$ cat src/rtl/mtt_pkg.sv
package mtt_pkg;

  // Action chosen for one cycle; priority is fixed in the top module.
  typedef enum logic [2:0] {
    ACT_NONE  = 3'd0,
    ACT_ALLOC = 3'd1,
    ACT_DONE  = 3'd2,
    ACT_START = 3'd3,
    ACT_ADD   = 3'd4,
    ACT_SNOOP = 3'd5
  } mtt_act_e;

endpackage

$ cat src/rtl/mtt_fifo.sv
// Append-only target list; head is always entry 0. Storage has no reset so
// it can map onto distributed or block RAM.
module mtt_fifo #(
  parameter int W     = 8,
  parameter int DEPTH = 4,
  parameter int CNT_W = $clog2(DEPTH + 1)
) (
  input  logic             clk,
  input  logic             rst,
  input  logic             flush,
  input  logic             push,
  input  logic [W-1:0]     wdata,
  output logic [W-1:0]     head,
  output logic [CNT_W-1:0] cnt,
  output logic             full
);
  localparam int IDX_W = (DEPTH > 1) ? $clog2(DEPTH) : 1;

  logic [W-1:0]     mem [DEPTH];
  logic [IDX_W-1:0] widx;
  logic             wr_en;

  assign full  = (cnt == CNT_W'(DEPTH));
  assign widx  = flush ? '0 : IDX_W'(cnt);
  assign wr_en = push && (flush || !full);
  assign head  = mem[0];

  always_ff @(posedge clk) begin
    if (wr_en) mem[widx] <= wdata;
  end

  always_ff @(posedge clk) begin
    if (rst)                 cnt <= '0;
    else if (flush)          cnt <= push ? CNT_W'(1) : '0;
    else if (push && !full)  cnt <= cnt + 1'b1;
  end

  AST_NO_OVERFLOW: assert property (@(posedge clk) disable iff (rst)
    (push && !flush) |-> !full);
  AST_CNT_RANGE: assert property (@(posedge clk) disable iff (rst)
    cnt <= CNT_W'(DEPTH));

endmodule

$ cat src/rtl/mtt_route.sv
// Decides where an add or snoop lands and whether it is dropped.
module mtt_route (
  input  logic add_req,
  input  logic snoop_req,
  input  logic busy,
  input  logic in_svc,
  input  logic def_any,
  input  logic pend_inval,
  input  logic needs_excl,
  input  logic req_excl,
  input  logic act_full,
  input  logic def_full,
  output logic push_act,
  push_def,
  output logic refused,
  output logic snoop_taken
);
  logic add_go, snoop_go, to_def;

  always_comb begin
    add_go   = add_req && busy;
    snoop_go = snoop_req && busy && in_svc && (needs_excl || req_excl);
    to_def   = in_svc && (def_any || pend_inval || (!needs_excl && req_excl));

    push_def    = add_go && to_def && !def_full;
    push_act    = (add_go && !to_def && !act_full) || (snoop_go && !act_full);
    snoop_taken = snoop_go && !act_full;
    refused     = (add_go && to_def && def_full)
               || (add_go && !to_def && act_full)
               || (snoop_go && act_full);
  end

endmodule

$ cat src/rtl/miss_target_tracker.sv
module miss_target_tracker
  import mtt_pkg::*;
#(
  parameter int ADDR_W = 16,
  parameter int SIZE_W = 4,
  parameter int TIME_W = 16,
  parameter int ORD_W  = 8,
  parameter int DEPTH  = 4,
  localparam int CNT_W = $clog2(DEPTH + 1),
  localparam int TOT_W = $clog2(2 * DEPTH + 1)
) (
  input  logic              clk,
  input  logic              rst,
  input  logic              alloc_i,
  input  logic              add_i,
  input  logic              snoop_i,
  input  logic              svc_start_i,
  input  logic              svc_done_i,
  input  logic [ADDR_W-1:0] req_addr_i,
  input  logic [SIZE_W-1:0] req_size_i,
  input  logic [TIME_W-1:0] req_ready_i,
  input  logic [ORD_W-1:0]  req_order_i,
  input  logic              req_excl_i,
  output logic              busy_o,
  output logic              in_service_o,
  output logic              needs_excl_o,
  output logic              def_needs_excl_o,
  output logic              pend_inval_o,
  output logic              stall_o,
  output logic [CNT_W-1:0]  act_cnt_o,
  output logic [CNT_W-1:0]  def_cnt_o,
  output logic [TOT_W-1:0]  total_o,
  output logic [ADDR_W-1:0] addr_o,
  output logic [SIZE_W-1:0] size_o,
  output logic [TIME_W-1:0] ready_o,
  output logic [ORD_W-1:0]  order_o,
  output logic [TIME_W-1:0] head_recv_o,
  output logic [TIME_W-1:0] head_ready_o,
  output logic [ORD_W-1:0]  head_order_o,
  output logic              head_cpu_o,
  output logic              head_excl_o
);
  localparam int TGT_W = 2 * TIME_W + ORD_W + 2;

  typedef struct packed {
    logic [TIME_W-1:0] recv;
    logic [TIME_W-1:0] ready;
    logic [ORD_W-1:0]  order;
    logic              cpu;
    logic              excl;
  } tgt_t;

  // Free-running receive-cycle counter
  logic [TIME_W-1:0] cyc_q;
  always_ff @(posedge clk) begin
    if (rst) cyc_q <= '0;
    else     cyc_q <= cyc_q + 1'b1;
  end

  // One action per cycle, fixed priority
  mtt_act_e act;
  always_comb begin
    if (alloc_i)          act = ACT_ALLOC;
    else if (svc_done_i)  act = ACT_DONE;
    else if (svc_start_i) act = ACT_START;
    else if (add_i)       act = ACT_ADD;
    else if (snoop_i)     act = ACT_SNOOP;
    else                  act = ACT_NONE;
  end

  // Two banks; sel_q names the one holding the active list
  logic             sel_q;
  logic [TGT_W-1:0] f_head  [2];
  logic [CNT_W-1:0] f_cnt   [2];
  logic             f_full  [2];
  logic             f_push  [2];
  logic             f_flush [2];

  logic push_act, push_def, refused, snoop_taken;
  logic do_done;
  tgt_t new_tgt, act_head, def_head;

  assign act_head = tgt_t'(f_head[sel_q]);
  assign def_head = tgt_t'(f_head[~sel_q]);
  assign do_done  = (act == ACT_DONE) && in_service_o;

  always_comb begin
    new_tgt.recv  = cyc_q;
    new_tgt.ready = req_ready_i;
    new_tgt.order = req_order_i;
    new_tgt.cpu   = (act != ACT_SNOOP);
    new_tgt.excl  = req_excl_i;
  end

  mtt_route u_route (
    .add_req    (act == ACT_ADD),
    .snoop_req  (act == ACT_SNOOP),
    .busy       (busy_o),
    .in_svc     (in_service_o),
    .def_any    (def_cnt_o != '0),
    .pend_inval (pend_inval_o),
    .needs_excl (needs_excl_o),
    .req_excl   (req_excl_i),
    .act_full   (f_full[sel_q]),
    .def_full   (f_full[~sel_q]),
    .push_act   (push_act),
    .push_def   (push_def),
    .refused    (refused),
    .snoop_taken(snoop_taken)
  );

  for (genvar b = 0; b < 2; b++) begin : g_bank
    always_comb begin
      if (sel_q == 1'(b)) f_push[b] = push_act || (act == ACT_ALLOC);
      else                f_push[b] = push_def;
      f_flush[b] = (act == ACT_ALLOC) || (do_done && sel_q == 1'(b));
    end

    mtt_fifo #(.W(TGT_W), .DEPTH(DEPTH), .CNT_W(CNT_W)) u_list (
      .clk  (clk),
      .rst  (rst),
      .flush(f_flush[b]),
      .push (f_push[b]),
      .wdata(new_tgt),
      .head (f_head[b]),
      .cnt  (f_cnt[b]),
      .full (f_full[b])
    );
  end

  assign act_cnt_o    = f_cnt[sel_q];
  assign def_cnt_o    = f_cnt[~sel_q];
  assign head_recv_o  = act_head.recv;
  assign head_ready_o = act_head.ready;
  assign head_order_o = act_head.order;
  assign head_cpu_o   = act_head.cpu;
  assign head_excl_o  = act_head.excl;

  // Miss record and flags
  always_ff @(posedge clk) begin
    if (rst) begin
      sel_q            <= 1'b0;
      busy_o           <= 1'b0;
      in_service_o     <= 1'b0;
      needs_excl_o     <= 1'b0;
      def_needs_excl_o <= 1'b0;
      pend_inval_o     <= 1'b0;
      stall_o          <= 1'b0;
      total_o          <= '0;
      addr_o           <= '0;
      size_o           <= '0;
      ready_o          <= '0;
      order_o          <= '0;
    end else begin
      stall_o <= refused;
      unique case (act)
        ACT_ALLOC: begin
          busy_o           <= 1'b1;
          in_service_o     <= 1'b0;
          needs_excl_o     <= req_excl_i;
          def_needs_excl_o <= 1'b0;
          pend_inval_o     <= 1'b0;
          total_o          <= TOT_W'(1);
          addr_o           <= req_addr_i;
          size_o           <= req_size_i;
          ready_o          <= req_ready_i;
          order_o          <= req_order_i;
        end
        ACT_DONE: begin
          if (in_service_o) begin
            sel_q            <= ~sel_q;
            in_service_o     <= 1'b0;
            needs_excl_o     <= def_needs_excl_o;
            def_needs_excl_o <= 1'b0;
            pend_inval_o     <= 1'b0;
            total_o          <= TOT_W'(def_cnt_o);
            busy_o           <= (def_cnt_o != '0);
            if (def_cnt_o != '0) begin
              order_o <= def_head.order;
              ready_o <= (cyc_q > def_head.ready) ? cyc_q : def_head.ready;
            end
          end
        end
        ACT_START: begin
          if (busy_o) in_service_o <= 1'b1;
        end
        ACT_ADD, ACT_SNOOP: begin
          if (push_act || push_def) total_o <= total_o + 1'b1;
          if (push_def) def_needs_excl_o <= def_needs_excl_o | req_excl_i;
          if (push_act && !snoop_taken) needs_excl_o <= needs_excl_o | req_excl_i;
          if (snoop_taken) pend_inval_o <= pend_inval_o | req_excl_i;
        end
        default: ;
      endcase
    end
  end

  AST_TOTAL_SUM: assert property (@(posedge clk) disable iff (rst)
    total_o == TOT_W'(act_cnt_o) + TOT_W'(def_cnt_o));
  AST_DEF_NEEDS_SVC: assert property (@(posedge clk) disable iff (rst)
    (def_cnt_o != '0) |-> in_service_o);
  AST_ALLOC_INIT: assert property (@(posedge clk) disable iff (rst)
    alloc_i |=> (total_o == TOT_W'(1)) && (act_cnt_o == CNT_W'(1)) && (def_cnt_o == '0));
  AST_SNOOP_IDLE: assert property (@(posedge clk) disable iff (rst)
    (snoop_i && !alloc_i && !svc_done_i && !svc_start_i && !add_i && !in_service_o)
      |=> $stable(act_cnt_o) && $stable(total_o));
  AST_PROMOTE: assert property (@(posedge clk) disable iff (rst)
    (svc_done_i && !alloc_i && in_service_o && def_cnt_o != '0)
      |=> (act_cnt_o == $past(def_cnt_o)) && (def_cnt_o == '0) && !in_service_o);
  AST_STALL_HOLD: assert property (@(posedge clk) disable iff (rst)
    stall_o |-> $stable(total_o));

endmodule

$ cat config.mk
export PLATFORM = sky130hd
export DESIGN_NAME = miss_target_tracker
export DESIGN_NICKNAME = d
export VERILOG_FILES = /design/src/rtl/mtt_pkg.sv /design/src/rtl/mtt_fifo.sv /design/src/rtl/mtt_route.sv /design/src/rtl/miss_target_tracker.sv
export SDC_FILE = /design/constraint.sdc
export NUM_CORES = 1
export LEC_CHECK = 0
export BUFFER_PORTS_ARGS = -buffer_cell sky130_fd_sc_hd__buf_4
export CAP_MARGIN = 5
export CORE_ASPECT_RATIO = 1.2
export CORE_UTILIZATION = 30
export CTS_CLUSTER_DIAMETER = 150
export DETAILED_ROUTE_END_ITERATION = 10
export PLACE_DENSITY_LB_ADDON = 0.12
export SLEW_MARGIN = 20
export SYNTH_ARGS = -nofsm -noshare
export SYNTH_HDL_FRONTEND = slang
export SYNTH_SLANG_ARGS = --single-unit
$ cat constraint.sdc
create_clock -name clk -period 3.3 [get_ports clk]
set_input_delay 0.825 -clock clk [delete_from_list [all_inputs] [get_ports clk]]
set_output_delay 0.825 -clock clk [all_outputs]
set_load 0.005 [all_outputs]
==> impl_results.md, run 1 <==
* Maximum vdd ir drop at 331 uV
* Sequential share of the synthesized area at 54.5%
* Rel. slew slack at 51.8%
* Worst-Skew Late Latency at 0.42 ns
* Initial Utilization at 30.8%
* Yosys reg bits at 161
* Total wire length at 19900 um
* GR Util All Layers at 16.2%
* Net Sw Frac at 24.1%
* Commonest cells post-synth: edfxtp_1 (84), dfxtp_1 (77), nor2_1 (68), mux2_2 (46), mux2i_1 (46)
* Tcrit/Tclk final at 93.6%
* Clk pwr share at 40.3%
* Seq. cell area at 4070 um2
* RSZ-0062 raised after global routing: no
* Worst hold start: addr_o[14]
* Wire per inst at 17.6 um
* Status: finished clean
* Most area-consuming cells after synthesis: edfxtp_1 (34%), dfxtp_1 (21%), mux2_2 (6.9%), mux2i_1 (6.2%), ha_1 (3.7%)
* Average size of a mapped cell at 11.7 um2
* Asr flop ratio synth at 0%
* Design Power at 4.46 mW
* Antenna Nets Post-Route at 0
* Synth Cell Area at 7450 um2
* Post-synth top area share at 33.8%
* R2R depth at 10
* Cell leakage power at 3.80 nW
* Crit path launch: sel_q
* Cell count along the critical path at 10
* CTS root buf: clkbuf_16
* Inserted Diodes at 0
* Largest net degree at the start of global routing at 62
* Net switching power at 1.07 mW
* CP startpoint kind: flip-flop
* Syn_nets at 711
* Sink Count at 161
* Boundary Pins at 154
* Final hold viol count at 0
* Crit. End Element: flip-flop
* Area growth, synth to finish at 28.9%
* Number of synthesis warnings at 0
* Die X at 146 um
* Critical-path cell list: buf_12 -> mux2i_1 -> ha_1 -> a21o_1 -> nand3_1 -> a211oi_1 -> or4_4 -> nor3b_4 -> buf_4 -> a221o_1
* Die Span Y at 175 um
* Dominant synthesized flop cell: edfxtp_1
* Worst-Margin Slew at 0.717 ns
* Int Pwr at 3.39 mW
* Core Area at 24200 um2
* GRT Residual Overflow at 0
* Die Footprint at 25500 um2
* Number of I/O port buffers at 153
* Sequential share of power at 50.2%
* CTS tree: done
* 1st-pass router iterations at 5
* Multi-input combinational cell area at 3150 um2
* # fillers at 2386
* GP Congestion at 0.811
* Global-route wire length before repair at 31800 um
* Number of global-route vias before repair at 5756
* RR Startpoint: sel_q
* Worst EP required at 3.60 ns
* Drc violations at 0
* Gate Count Post-Synth at 637
* Post-synthesis cell type count at 68
* Fmax achieved at 324 MHz
* Crit path kind: flip-flop to flip-flop
* Initial antenna violation count at 0
* Minimum clock period at 3.09 ns
* Final layout net count at 869
* Max Cap Violations at 0
* CP max stage cell: or4_4
* H-tree depth at 4
* CP Max Fanout at 18
* Hold path depth at 2
* Vias per cell at 4.88
* Logic pwr share at 9.6%
* CTS max path bufs at 2
* Setup TNS at 0 ns
* PD cells at 464 nW/um2
* Worst hold-check path type: flip-flop to flip-flop
* DR iter-0 viols at 294
* Fin util at 39.7%
* HPWL Detailed at 14100 um
* CTS buffer count at 17
* Delay-heaviest family, CP: simple AND/OR/NAND/NOR gates
* Post-synth EDFFs at 84
* Placement Rows at 62
* Final Max Slew Viols at 0
* Post-CTS setup buffers at 0
* Final clock skew at 0.0105 ns
* Count leader, synth: edfxtp_1
* Share of layout cells above drive strength 1 at 33.4%
* Area leader, netlist: edfxtp_1
* CTS clock-pin slew for the worst setup and hold paths at 0.06 ns
* Crit-path max cell delay at 0.57 ns
* CP bufs+invs at 2
* WP data arrival at 3.39 ns
* Via count at 5507
* Finish-stage setup viols at 0
## layout make-up
| type | count | area share (%) |
|---|---|---|
| clock buffer | 18 | 4.46 |
| clock inverter | 14 | 1.11 |
| inverter | 25 | 0.976 |
| multi-input combinational | 416 | 32.7 |
| sequential | 161 | 42.3 |
| tap | 320 | 4.17 |
| timing repair buffer | 174 | 14.2 |
## worst reg2reg max path: cells and delay by family, from the launching register on
kind            cells  cell delay (ns)
fa+ha+maj           1             0.31
compound gates      3             0.66
simple gates        3             0.82
flops               1             0.44
buf+inv             2             0.43
mux                 1             0.33
## cells by family after synthesis
family | Yosys count | share of synthesized area, %
buffers and inverters | 60 | 3.41
AND/OR/NAND/NOR | 161 | 11.6
AO/OA/AOI/OAI | 128 | 12.1
multiplexers | 93 | 13.3
flip-flops | 161 | 54.5
adder cells (fa/ha/maj) | 22 | 3.69
XOR/XNOR | 12 | 1.41
## power groups by stage
stage          Combinational [mW]  Clock, mW  Sequential, mW
2_1_floorplan               0.190          0            2.27
3_3_place_gp                0.431          0            2.28
3_5_place_dp                0.435          0            2.28
4_1_cts                     0.436       1.86            2.24
5_1_grt                     0.469       1.94            2.25
6_report                    0.426       1.80            2.24
## timing repair
item	4_1_cts	5_1_grt
hold buffers	0	0
endpoints found under the setup margin	0	13
endpoints found under the hold margin	0	0
gates resized for setup	0	1
## layout by cell type (no fill, tap or decap), drive strengths merged, types with 4 or more instances in the layout
| cell type | n |
|---|---|
| xnor2 | 6 |
| a211oi | 11 |
| nand2b | 4 |
| nor2 | 69 |
| inv | 32 |
| clkbuf | 18 |
| nand4 | 7 |
| and3 | 4 |
| a21oi | 27 |
| or3 | 7 |
| buf | 174 |
| clkinv | 7 |
| a22oi | 16 |
| nor3 | 7 |
| nand2 | 17 |
| o21ai | 30 |
| ha | 22 |
| a221o | 16 |
| nand3 | 14 |
| dfxtp | 77 |
| xor2 | 6 |
| mux2 | 47 |
| nor2b | 6 |
| mux2i | 46 |
| edfxtp | 84 |
| o31ai | 5 |
| and2 | 8 |
## worst paths after layout
check | end | slack [ns]
worst min register to register | addr_o[14] | 0.50
worst max-delay path | ready_o[1] | 0.21
worst min-delay path | addr_o[14] | 0.50
worst max register to register | ready_o[1] | 0.21
## sequential cells by signal, summed over array words and instances, names as in the netlist
signal / cells
sel_q: 1
g_bank.u_list.mem: 84
def_needs_excl_o: 1
addr_o: 16
pend_inval_o: 1
total_o: 4
order_o: 8
needs_excl_o: 1
g_bank.u_list.cnt: 6
ready_o: 16
busy_o: 1
stall_o: 1
cyc_q: 16
in_service_o: 1
size_o: 4
## stage by stage
stage / setup WS (ns) / cell area, um2 / hold slack, ns / instances
final: 0.210 / 9610 / 0.499 / 1128
after global placement: 0.258 / 9070 / 0.471 / 1096
after floorplan: 0.0246 / 7460 / 0.452 / 637
after detailed placement: 0.197 / 9070 / 0.491 / 1096
after global routing: 0.0488 / 9610 / 0.535 / 1128
after CTS: 0.176 / 9610 / 0.500 / 1128
## per-layer routing
metal  up-vias  GRT usage (%)  routed length (um)
li1       2702              -                   -
met1      2670           19.6                8600
met2       128           29.0               10400
met3         7           2.92                 785
met4         0           4.74                 158
met5         -              0                   0
(Power assumes the default switching activity.)
==> inputs of run 2 (changes only) <==
==> constraint.sdc (replaced) <==
create_clock -name clk -period 3.95 [get_ports clk]
set_input_delay 0.9875 -clock clk [delete_from_list [all_inputs] [get_ports clk]]
set_output_delay 0.9875 -clock clk [all_outputs]
set_load 0.005 [all_outputs]
==> run 2 against run 1 <==
  * Worst hold slack better by 0.0027 ns
  * Final area down 0.51%
  * Die area unchanged
  * Highest routed layer unchanged
  * Fmax down 1.0%
==> impl_results.md, run 2 (synthesis results as in run 1) <==
* CP startpoint kind: flip-flop
* Cell leakage power at 3.78 nW (-0.47%)
* Final clock skew at 0.0117 ns (+0.00117 ns)
* Net Sw Frac at 23.6% (-0.47 points)
* Max Cap Violations at 0 (unchanged)
* Crit path kind: flip-flop to flip-flop
* Fmax achieved at 320 MHz (-1.0%)
* Crit. End Element: flip-flop
* Worst-Margin Slew at 0.730 ns (+0.0133 ns)
* Clk pwr share at 42.4% (+2.1 points)
* Hold path depth at 2 (unchanged)
* RR Startpoint: sel_q
* Post-CTS sizing at 0 (unchanged)
* Number of I/O port buffers at 153 (unchanged)
* Int Pwr at 2.95 mW (-13%)
* Die Span Y at 175 um (unchanged)
* CTS buffer count at 17 (unchanged)
* Maximum vdd ir drop at 284 uV (-14%)
* Rel. slew slack at 51.3% (-0.48 points)
* GP Congestion at 0.841 (+3.7%)
* Placed instance count at 1088 (-0.73%)
* CTS max path bufs at 2 (unchanged)
* Cts hold-fix bufs at 0 (unchanged)
* Max FFs per register at 84 (unchanged)
* Die X at 146 um (unchanged)
* GR Util All Layers at 15.8% (-0.33 points)
* R2R depth at 9 (-1)
* PD cells at 404 nW/um2 (-13%)
* Biggest register: g_bank.u_list.mem
* Tcrit/Tclk final at 79.0% (-15 points)
* Core Area at 24200 um2 (unchanged)
* Worst flop-to-flop path endpoint: ready_o[7]
* FF-to-FF setup slack at 0.83 ns (+0.62 ns)
* HPWL Detailed at 13700 um (-2.4%)
* Sequential share of power at 48.5% (-1.7 points)
* WP data arrival at 3.42 ns (+0.03 ns)
* CTS clock-pin slew for the worst setup and hold paths at 0.07 ns (about the same)
* Die Footprint at 25500 um2 (unchanged)
* Logic pwr share at 9.1% (-0.5 points)
* Final Max Slew Viols at 0 (unchanged)
* Net switching power at 910 uW (-15%)
* Number of global-route vias before repair at 5766 (+0.17%)
* Worst EP required at 4.25 ns (+0.65 ns)
* CTS tree: done
* Initial antenna violation count at 0 (unchanged)
* Worst hold-check path type: flip-flop to flip-flop
* Final layout net count at 861 (-0.92%)
* Inserted Diodes at 0 (unchanged)
* End of the worst hold path: addr_o[0]
* Antenna Nets Post-Route at 0 (unchanged)
* Most frequent cells in the layout: buf_4 (164), edfxtp_1 (84), dfxtp_1 (76), nor2_1 (68)
* Pre-CTS setup slack at 0.768 ns (+0.571 ns)
* Most common cell after layout, fill and taps aside: buf_4
* Minimum clock period at 3.12 ns (+0.0325 ns)
* Global-route wire length before repair at 31300 um (-1.7%)
* Worst hold start: addr_o[0]
* DR iter-0 viols at 296 (+0.68%)
* Fin util at 39.5% (-0.20 points)
* Wire per inst at 17.6 um (-0.26%)
* RSZ-0062 raised after global routing: no
* Share of layout cells above drive strength 1 at 33.0% (-0.42 points)
* Setup TNS at 0 ns (unchanged)
* Finish-stage setup viols at 0 (unchanged)
* CP Max Fanout at 28 (+10)
* Non-filler cells, final at 1120 (-0.71%)
* Vias per cell at 4.94 (+1.2%)
* Largest net degree at the start of global routing at 62 (unchanged)
* Via count at 5536 (+0.53%)
* Status: finished clean
* H-tree depth at 4 (unchanged)
* Boundary Pins at 154 (unchanged)
* Worst-Skew Late Latency at 0.42 ns (about the same)
* 1st-pass router iterations at 4 (-1)
* Area growth, synth to finish at 28.3%
* Drc violations at 0 (unchanged)
* Final hold viol count at 0 (unchanged)
* Sink Count at 161 (unchanged)
* GRT Residual Overflow at 0 (unchanged)
* Post-CTS setup buffers at 0 (unchanged)
* Design Power at 3.86 mW (-13%)
* Total wire length at 19700 um (-0.97%)
* Placement Rows at 62 (unchanged)
* Initial Utilization at 30.8% (unchanged)
* CTS root buf: clkbuf_16
* Final WS setup at 0.828 ns (+0.618 ns)
run 2: cell types whose count changed in the layout (fill, tap and decap cells not counted), sizes merged:
cell and delta:
clkinv -5, clkbuf +4, buf -8, inv +1
run 2: per-layer routing:
metal  track usage, %  routed length [um]  up-vias
met4             5.09                 326        0
met2             27.8                9930      145
met3             3.60                 922       23
met5                0                   0        -
li1                 -                   -     2681
met1             19.0                8530     2687
run 2: area by class of cell:
cell class	instances	area, um2
fill	2385	14600
sequential	161	4070
multi-input combinational	416	3140
timing repair buffer	166	1270
clock buffer	22	510
tap	320	400
inverter	25	93.8
clock inverter	10	80.1
run 2: metrics by stage:
stage / hold WS (ns) / area (um2)
4_1_cts: 0.508 / 9560
3_5_place_dp: 0.488 / 8970
6_report: 0.502 / 9560
2_1_floorplan: 0.452 / 7450
3_3_place_gp: 0.475 / 8970
5_1_grt: 0.525 / 9560
run 2: power by group through the flow:
stage | combinational [mW] | clock [mW] | sequential, mW
after global routing | 0.385 | 1.76 | 1.88
after global placement | 0.353 | 0 | 1.91
final | 0.350 | 1.64 | 1.87
after floorplan | 0.159 | 0 | 1.90
after CTS | 0.358 | 1.69 | 1.87
after detailed placement | 0.357 | 0 | 1.91
run 2: worst max path at each step:
stage | start | end | slack (ns) | cells after the start
final | sel_q | ready_o[7] | 0.83 | 9
after detailed placement | alloc_i | g_bank[1].u_list.mem[0][23] | 0.77 | 7
after global routing | sel_q | ready_o[7] | 0.68 | 8
after floorplan | alloc_i | g_bank[1].u_list.mem[0][0] | 0.47 | 6
after global placement | alloc_i | g_bank[1].u_list.mem[0][22] | 0.85 | 7
after CTS | sel_q | head_order_o[0] | 0.81 | 3
run 2: critical path: stages, from the launching register on:
cell	delay (ns)
dfxtp_4	0.65
mux2i_1	0.38
ha_1	0.31
a21o_1	0.16
nand3_1	0.08
a211oi_1	0.09
or4_4	0.56
nor3b_4	0.16
buf_4	0.22
a221o_1	0.37
